[config.mk]
export PLATFORM = sky130hd
export DESIGN_NAME = red_drop_decider
export DESIGN_NICKNAME = d
export VERILOG_FILES = /design/src/rtl/red_pkg.sv /design/src/rtl/red_rand_src.sv /design/src/rtl/red_avg_filter.sv /design/src/rtl/red_zone_eval.sv /design/src/rtl/red_drop_decider.sv
export SDC_FILE = /design/constraint.sdc
export NUM_CORES = 1
export LEC_CHECK = 0
export ABC_CLOCK_PERIOD_IN_PS = 25000
export CAP_MARGIN = 20
export CORE_UTILIZATION = 56
export CTS_CLUSTER_SIZE = 25
export DETAILED_ROUTE_END_ITERATION = 6
export GPL_ROUTABILITY_DRIVEN = 0
export GPL_TIMING_DRIVEN = 0
export PLACE_DENSITY = 0.74
export SYNTH_ARGS = -nofsm -noshare
export SYNTH_HDL_FRONTEND = slang
export SYNTH_SLANG_ARGS = --single-unit
[constraint.sdc]
create_clock -name clk -period 25 [get_ports clk]
set_input_delay 7.5 -clock clk [delete_from_list [all_inputs] [get_ports clk]]
set_output_delay 7.5 -clock clk [all_outputs]
set_load 0.05 [all_outputs]
[src/rtl/red_pkg.sv]
package red_pkg;

    // Fractional bits of the occupancy average.
    localparam int FRAC_W = 8;

    // Random source: 16-bit right-shifting Galois register.
    localparam int          RND_W    = 16;
    localparam logic [15:0] RND_TAPS = 16'hB400;
    localparam logic [15:0] RND_SEED = 16'hACE1;

    // Where the current arrival falls relative to the programmed curve.
    typedef enum logic [2:0] {
        ZONE_EMPTY = 3'd0,   // queue empty, always admitted
        ZONE_LOW   = 3'd1,   // average below lower threshold
        ZONE_RAMP  = 3'd2,   // probabilistic region
        ZONE_HIGH  = 3'd3,   // average at or above upper threshold
        ZONE_TAIL  = 3'd4    // thresholds misordered, tail rule applies
    } zone_e;

    typedef struct packed {
        zone_e zone;
        logic  ramp_hit;     // random comparison result in the ramp
        logic  tail_hit;     // instantaneous length at or above upper threshold
    } verdict_t;

    function automatic logic zone_drops(input verdict_t v);
        logic d;
        unique case (v.zone)
            ZONE_EMPTY: d = 1'b0;
            ZONE_LOW:   d = 1'b0;
            ZONE_RAMP:  d = v.ramp_hit;
            ZONE_HIGH:  d = 1'b1;
            ZONE_TAIL:  d = v.tail_hit;
            default:    d = 1'b0;
        endcase
        return d;
    endfunction

endpackage

[src/rtl/red_rand_src.sv]
module red_rand_src #(
    parameter int          W    = 16,
    parameter logic [W-1:0] TAPS = 16'hB400,
    parameter logic [W-1:0] SEED = 16'hACE1
) (
    input  logic         clk,
    input  logic         rst,
    input  logic         step,
    output logic [W-1:0] value
);

    logic [W-1:0] load_val;
    logic [W-1:0] next_val;

    // A zero seed would lock the register; substitute one.
    generate
        if (SEED == '0) begin : g_seed_fix
            assign load_val = W'(1);
        end else begin : g_seed_ok
            assign load_val = SEED;
        end
    endgenerate

    always_comb begin
        next_val = value >> 1;
        if (value[0]) begin
            next_val = next_val ^ TAPS;
        end
    end

    always_ff @(posedge clk) begin
        if (rst) begin
            value <= load_val;
        end else if (step) begin
            value <= next_val;
        end
    end

endmodule

[src/rtl/red_avg_filter.sv]
module red_avg_filter #(
    parameter int QW   = 16,
    parameter int FW   = 8,
    parameter int SHW  = 4
) (
    input  logic            clk,
    input  logic            rst,
    input  logic            upd,
    input  logic [QW-1:0]   q_len,
    input  logic [SHW-1:0]  shift,
    output logic [QW+FW-1:0] avg_cur,
    output logic [QW+FW-1:0] avg_new
);

    localparam int AW = QW + FW;

    logic [AW-1:0]        q_fp;
    logic signed [AW:0]   diff;
    logic signed [AW:0]   step;
    logic signed [AW:0]   sum;
    logic                 sum_unused_msb;

    assign q_fp = {q_len, {FW{1'b0}}};

    always_comb begin
        diff = $signed({1'b0, q_fp}) - $signed({1'b0, avg_cur});
        step = diff >>> shift;
        sum  = $signed({1'b0, avg_cur}) + step;
    end

    // The sum stays between the old average and q_fp, so the top bit is zero.
    assign {sum_unused_msb, avg_new} = sum;

    always_ff @(posedge clk) begin
        if (rst) begin
            avg_cur <= '0;
        end else if (upd) begin
            avg_cur <= avg_new;
        end
    end

endmodule

[src/rtl/red_zone_eval.sv]
module red_zone_eval
    import red_pkg::*;
#(
    parameter int QW = 16,
    parameter int FW = 8,
    parameter int RW = 16
) (
    input  logic [QW-1:0]    q_len,
    input  logic [QW-1:0]    thr_lo,
    input  logic [QW-1:0]    thr_hi,
    input  logic [QW+FW-1:0] avg,
    input  logic [RW-1:0]    rnd,
    output verdict_t         verdict
);

    localparam int AW = QW + FW;
    localparam int PW = AW + RW;

    logic [AW-1:0] lo_fp;
    logic [AW-1:0] hi_fp;
    logic [AW-1:0] span;
    logic [AW-1:0] excess;
    logic [PW-1:0] lhs;
    logic [PW-1:0] rhs;
    logic          cfg_ok;

    assign lo_fp  = {thr_lo, {FW{1'b0}}};
    assign hi_fp  = {thr_hi, {FW{1'b0}}};
    assign cfg_ok = thr_lo < thr_hi;
    assign span   = hi_fp - lo_fp;
    assign excess = avg - lo_fp;

    // Multiply instead of divide: r/2^RW < excess/span.
    assign lhs = PW'(rnd) * PW'(span);
    assign rhs = {excess, {RW{1'b0}}};

    always_comb begin
        verdict.ramp_hit = lhs < rhs;
        verdict.tail_hit = q_len >= thr_hi;
        if (q_len == '0) begin
            verdict.zone = ZONE_EMPTY;
        end else if (!cfg_ok) begin
            verdict.zone = ZONE_TAIL;
        end else if (avg < lo_fp) begin
            verdict.zone = ZONE_LOW;
        end else if (avg >= hi_fp) begin
            verdict.zone = ZONE_HIGH;
        end else begin
            verdict.zone = ZONE_RAMP;
        end
    end

endmodule

[src/rtl/red_drop_decider.sv]
module red_drop_decider
    import red_pkg::*;
#(
    parameter int QW  = 16,
    parameter int SHW = 4
) (
    input  logic           clk,
    input  logic           rst,
    input  logic           arr_valid,
    input  logic [QW-1:0]  q_len,
    input  logic [QW-1:0]  thr_lo,
    input  logic [QW-1:0]  thr_hi,
    input  logic [SHW-1:0] avg_shift,
    output logic           dec_valid,
    output logic           dec_drop
);

    localparam int AW = QW + FRAC_W;

    logic [AW-1:0]    avg_cur;
    logic [AW-1:0]    avg_new;
    logic [RND_W-1:0] rnd;
    verdict_t         verdict;

    red_avg_filter #(
        .QW  (QW),
        .FW  (FRAC_W),
        .SHW (SHW)
    ) avg_i (
        .clk     (clk),
        .rst     (rst),
        .upd     (arr_valid),
        .q_len   (q_len),
        .shift   (avg_shift),
        .avg_cur (avg_cur),
        .avg_new (avg_new)
    );

    red_rand_src #(
        .W    (RND_W),
        .TAPS (RND_TAPS),
        .SEED (RND_SEED)
    ) rand_i (
        .clk   (clk),
        .rst   (rst),
        .step  (arr_valid),
        .value (rnd)
    );

    red_zone_eval #(
        .QW (QW),
        .FW (FRAC_W),
        .RW (RND_W)
    ) zone_i (
        .q_len   (q_len),
        .thr_lo  (thr_lo),
        .thr_hi  (thr_hi),
        .avg     (avg_new),
        .rnd     (rnd),
        .verdict (verdict)
    );

    always_ff @(posedge clk) begin
        if (rst) begin
            dec_valid <= 1'b0;
            dec_drop  <= 1'b0;
        end else begin
            dec_valid <= arr_valid;
            dec_drop  <= arr_valid & zone_drops(verdict);
        end
    end

endmodule

=== Yosys cells after proc, flatten, opt, wreduce, memory -nomap -nowiden ===
Index checks and enable logic that the tools add are counted.
Widths: inputs -> output; s select.

* Add/subtract/negate cells: 4
* Multiply operators: 1
* $lt $le $gt $ge: 5
* Equal/unequal tests: 3
* Shift-type cells: 1
* Multiplexer cells: 7
* Bitwise gates (word level): 2
* Reductions and logical operators: 1

{| class="wikitable"
|+ Operators with widths
! operator !! count
|-
| $sub 24x24->24 || 2
|-
| $lt 40x40->1 || 1
|-
| $mul 16x24->40 || 1
|-
| $sshr 25x4->24 || 1
|-
| $sub 24x24->25 || 1
|-
| $add 24x24->24 || 1
|-
| $ge 24x24->1 || 1
|-
| $lt 24x24->1 || 1
|-
| $ge 16x16->1 || 1
|-
| $logic_not 16->1 || 1
|-
| $lt 16x16->1 || 1
|-
| $mux 16 || 1
|-
| $mux 3 || 3
|-
| $eq 3x2->1 const B || 2
|-
| $not 3->4 || 1
|-
| $eq 3x3->1 const B || 1
|-
| $pmux 1 s3 || 1
|-
| $mux 1 || 2
|-
| $and 1x1->1 || 1
|}

* Register bits: 42
* Input bits: 55
* Output and inout port bits: 2
* Word-level logic and storage cells: 28

=== Logic depth before layout (Yosys ltp) ===
* Depth in word-level cells: 12
* Mapped depth: 48
* Depth with buffers taken out: 47

=== Hierarchy ===
Synthesis repeated with hierarchy kept, for this count alone.

* Cell total of the unflattened synthesis: 2017
* Area, all modules: 16447.0 um^2

{| class="wikitable"
|+ Modules (own cells, without submodules)
! module !! times used !! cells each !! area each (um^2) !! sequential area each (um^2)
|-
| red_zone_eval || 1 || 1333 || 11184.5 || 0.0
|-
| red_avg_filter || 1 || 607 || 4453.0 || 480.5
|-
| red_rand_src || 1 || 69 || 728.2 || 320.3
|-
| red_drop_decider || 1 || 8 || 81.3 || 40.0
|}

=== Worst setup path before layout ===
Ideal clock, no wire load.

* Path type: input -> register
* From: input thr_hi[0]
* To: register dec_drop
* Library setup time: 0.065 ns
* Arrival: 16.552 ns
* Required time: 24.935 ns
* Setup slack: 8.382 ns
* Stages on the path: 43
* Path buffers: 1
* Cells stage by stage: inv_1 -> ha_1 -> inv_1 -> fa_1 -> a21o_1 -> a21oi_1 -> o21bai_1 -> a21oi_1 -> o21bai_1 -> a21oi_1 -> o221ai_1 -> or4_1 -> nand3_1 -> clkbuf_1 -> nand2_1 -> fa_1 -> fa_1 -> inv_1 -> [7 not listed] -> a2111oi_0 -> a21oi_1 -> and2_1 -> o221a_2 -> o311a_1 -> nor2_1 -> xnor2_1 -> ha_1 -> a21o_1 -> a21o_1 -> a21oi_1 -> nor2b_1 -> o21ai_0 -> a21oi_1 -> a31oi_1 -> a21oi_1 -> o31a_1 -> nor2_1

* Longest elaborated chain between the ends: 9
* Elaborated cells on any way between the ends: 16
* Classes of those cells: add/sub: 1; mul: 1; order compare: 4; eq/ne: 3; mux: 6; bitwise: 1

{| class="wikitable"
|+ Ends and longest elaborated chain
! element !! RTL line !! RTL
|-
| start, declared || red_drop_decider.sv:12 || <nowiki>input logic [QW-1:0] thr_hi,</nowiki>
|-
| branches (longest 6 deep; another with $mul 16x24->40) || -- ||
|-
| $pmux 1 s3 (*) || red_pkg.sv:28 || <nowiki>unique case (v.zone)</nowiki>
|-
| $mux 1 (*) || red_drop_decider.sv:64 || <nowiki>if (rst) begin</nowiki>
|-
| $and 1x1->1 (*) || red_drop_decider.sv:69 || <nowiki>dec_drop <= arr_valid & zone_drops(verdict);</nowiki>
|-
| end signal, assigned || red_drop_decider.sv:69 ||
|-
| end, declared || red_drop_decider.sv:15 || <nowiki>output logic dec_drop</nowiki>
|}

Every way passes the cells marked *. The select of a mux whose other input is x is not followed.
A chain may end at the register's enable or synchronous reset.

=== Worst setup path in the final report ===
* From: input thr_lo[0]
* To: register dec_drop

* Longest elaborated chain between the ends: 8
* Elaborated cells on any way between the ends: 15
* Classes of those cells: add/sub: 2; mul: 1; order compare: 3; eq/ne: 3; mux: 5; bitwise: 1

{| class="wikitable"
|+ Ends and longest elaborated chain
! element !! RTL line !! RTL
|-
| start, declared || red_drop_decider.sv:11 || <nowiki>input logic [QW-1:0] thr_lo,</nowiki>
|-
| branches (longest 5 deep; another with $mul 16x24->40) || -- ||
|-
| $pmux 1 s3 (*) || red_pkg.sv:28 ||
|-
| $mux 1 (*) || red_drop_decider.sv:64 ||
|-
| $and 1x1->1 (*) || red_drop_decider.sv:69 ||
|}

Marked as above.

==> impl_results.md <==
* Outcome: complete, no violations
* Post-synth top area cell: fa_1
* Largest net degree at the start of global routing at 13
* Setup CP Type: in2reg
* Share of layout cells above drive strength 1 at 0.0244
* Critical path launch point: thr_lo[0]
* Clk sink count at 42
* Total Routing Usage GR at 0.307
* CTS Hold Bufs at 0
* CP max stage delay at 640 ps
* Post-place setup slack at 6140 ps
* Post-synth EDFFs at 0
* Hold Crit Start: avg_i.avg_cur[18]
* Synth-to-Final Area Change at 7.56%
* Worst Tran Pin Value at 939 ps
* Synth top area share at 0.248
* Library cells used by synthesis at 79
* Worst-path clk slew at 70 ps
* Largest cells by area after synthesis: fa_1, ha_1, inv_1, dfxtp_1, nand2_1
* Synth Instances at 1904
* Wirelength, routed at 42.6 mm
* Die W at 170 um
* Post-Syn Nets at 2398
* Vias at 13700
* Arrival time worst endpoint at 18810 ps
* Initial antenna violation count at 2
* Max-Cap Viols at 0
* Register area at 841 um^2
* Hold-critical path depth at 2
* FILL cells at 2528
* Initial core utilization at 0.570
* Number of vias per cell at 5.86
* Reg2reg path depth at 33
* CP Capture Type: register
* Final ANT Viol Nets at 0
* First-pass iteration count of the detailed router at 5
* Die Y-Extent at 170 um
* Area of the multi-input gates at 13500 um^2
* Area of the core at 27800 um^2
* Fmax at 53.8 MHz
* Post-CTS Repair Setup Buffers at 0
* Most frequent cells after synthesis: inv_1, ha_1, nand2_1, fa_1, nor2_1
* Detailed-route DRC error count at 0
* Wirelength per Cell at 18.2 um
* I/O pin count at 57
* Worst path required time at 25230 ps
* CTS tree: built
* Port buffer count at 54
* Final setup violation count at 0
* Cell mode on critical path: a21oi_1
* HPWL after DPL at 35.7 mm
* Ys flop type: dfxtp_1
* Hold Violations, Final at 0
* Worst-path fanout max at 10
* Launching point of the worst reg2reg path: rand_i.value[7]
* H-tree Lvls at 2
* Period minus WS final at 18590 ps
* Clk_skew at 4.19 ps
* DRT iter0 DRCs at 1001
* Number of global-route vias before repair at 13700
* Worst setup margin at 6410 ps
* Slew margin rel. at 0.365
* Area post-placement at 16900 um^2
* Fin area at 17000 um^2
* Die ar. at 29000 um^2
* Row Count at 61
* First-pass GRT wire length at 69.3 mm
* Final period utilization at 0.743
* Count leader, synth: inv_1
* WHS at 525 ps
* Synth Warn # at 0
* Sequential area share after synthesis at 0.0531
* Nets at 2461
* Post-CTS sizing at 0
* Avg Cell Area, Syn at 8.32 um^2
* CTS root buf: clkbuf_16
* Register bit total from synthesis at 42
* Total grt overflow at 0
* Mapped Area at 15800 um^2
* Hold crit path type: reg2reg
* Worst-Skew Late Latency at 290 ps
* Post-synth ARST share at 0
* Total negative setup slack at 0 ps
* RSZ-0062 raised after global routing: false
* TritonCTS buffer count at 5
* CTS Buffer Depth at 2
* Critical path launch point type: primary input
* CP max-delay cell: clkbuf_1
* Final max-slew violation count at 0
-- per-stage QoR --
stage                     cells   util
after floorplan            1904      -
after global placement     2336  0.607
after detailed placement   2337  0.607
after CTS                  2344  0.613
after global routing       2346  0.613
final                      2346  0.613
-- worst paths after layout --
check             slack (ps)                 to
setup / recovery        6410           dec_drop
hold / removal           530  avg_i.avg_cur[18]
setup reg to reg       16120           dec_drop
hold reg to reg          530  avg_i.avg_cur[18]
-- critical path, delay by kind of cell --
| kind | cells | cell delay (ps) |
|---|---|---|
| xor+xnor | 2 | 520 |
| fa+ha+maj | 10 | 4320 |
| compound gates | 21 | 4020 |
| buf+inv | 8 | 1580 |
| simple gates | 7 | 900 |
-- logic make-up after synthesis --
group,count (synthesis),synth area share
and+or+nand+nor,569,0.179
adders and majority gates,439,0.440
buffers and inverters,397,0.0944
AOI/OAI and AO/OA,299,0.131
xor gates and xnor gates,93,0.0519
muxes,65,0.0516
DFF,42,0.0531
-- registers in the layout (all words and copies together), names as in the netlist --
name / flops
avg_i.avg_cur: 24
rand_i.value: 16
dec_drop: 1
dec_valid: 1
-- layout by cell type, fill, tap and decap left out, drive strengths merged, types with 9 or more instances in the layout --
cell	netlist	final
nand4	14	14
a211oi	23	23
xnor2	63	63
nand2	201	201
xor2	30	30
o21ai	43	43
nand3b	10	10
nor3	22	22
nand3	25	25
nor2	106	106
nor2b	36	36
clkbuf	72	79
o21bai	14	14
inv	319	319
o21a	15	15
and2	82	82
mux2i	48	48
fa	196	196
nor4	10	10
nand2b	16	16
and3	13	13
a211o	12	12
ha	243	243
a31oi	9	9
a21o	40	40
clkdlybuf4s50	0	54
mux4	13	13
dfxtp	42	42
a21oi	78	78
-- routing by layer --
| layer | part of all wire | track usage | wire (um) | vias to the layer above |
|---|---|---|---|---|
| li1 | - | - | - | 6415 |
| met1 | 0.43 | 0.414 | 18300 | 6703 |
| met2 | 0.46 | 0.503 | 19500 | 544 |
| met3 | 0.082 | 0.0530 | 3490 | 83 |
| met4 | 0.030 | 0.0940 | 1280 | 2 |
| met5 | 0.00026 | 0 | 11 | - |
-- layout make-up --
cell class	instances	area share
Multi-Input combinational cell	1465	0.793
Inverter	319	0.0703
Sequential cell	42	0.0493
Timing Repair Buffer	56	0.0325
Tap cell	378	0.0278
Buffer	78	0.0175
Clock buffer	6	0.00815
Clock inverter	1	0.00176
Antenna cell	1	0.000147
Power is not shown: default switching activity piles up to over one toggle a cycle in this logic, so the estimate is an artifact.
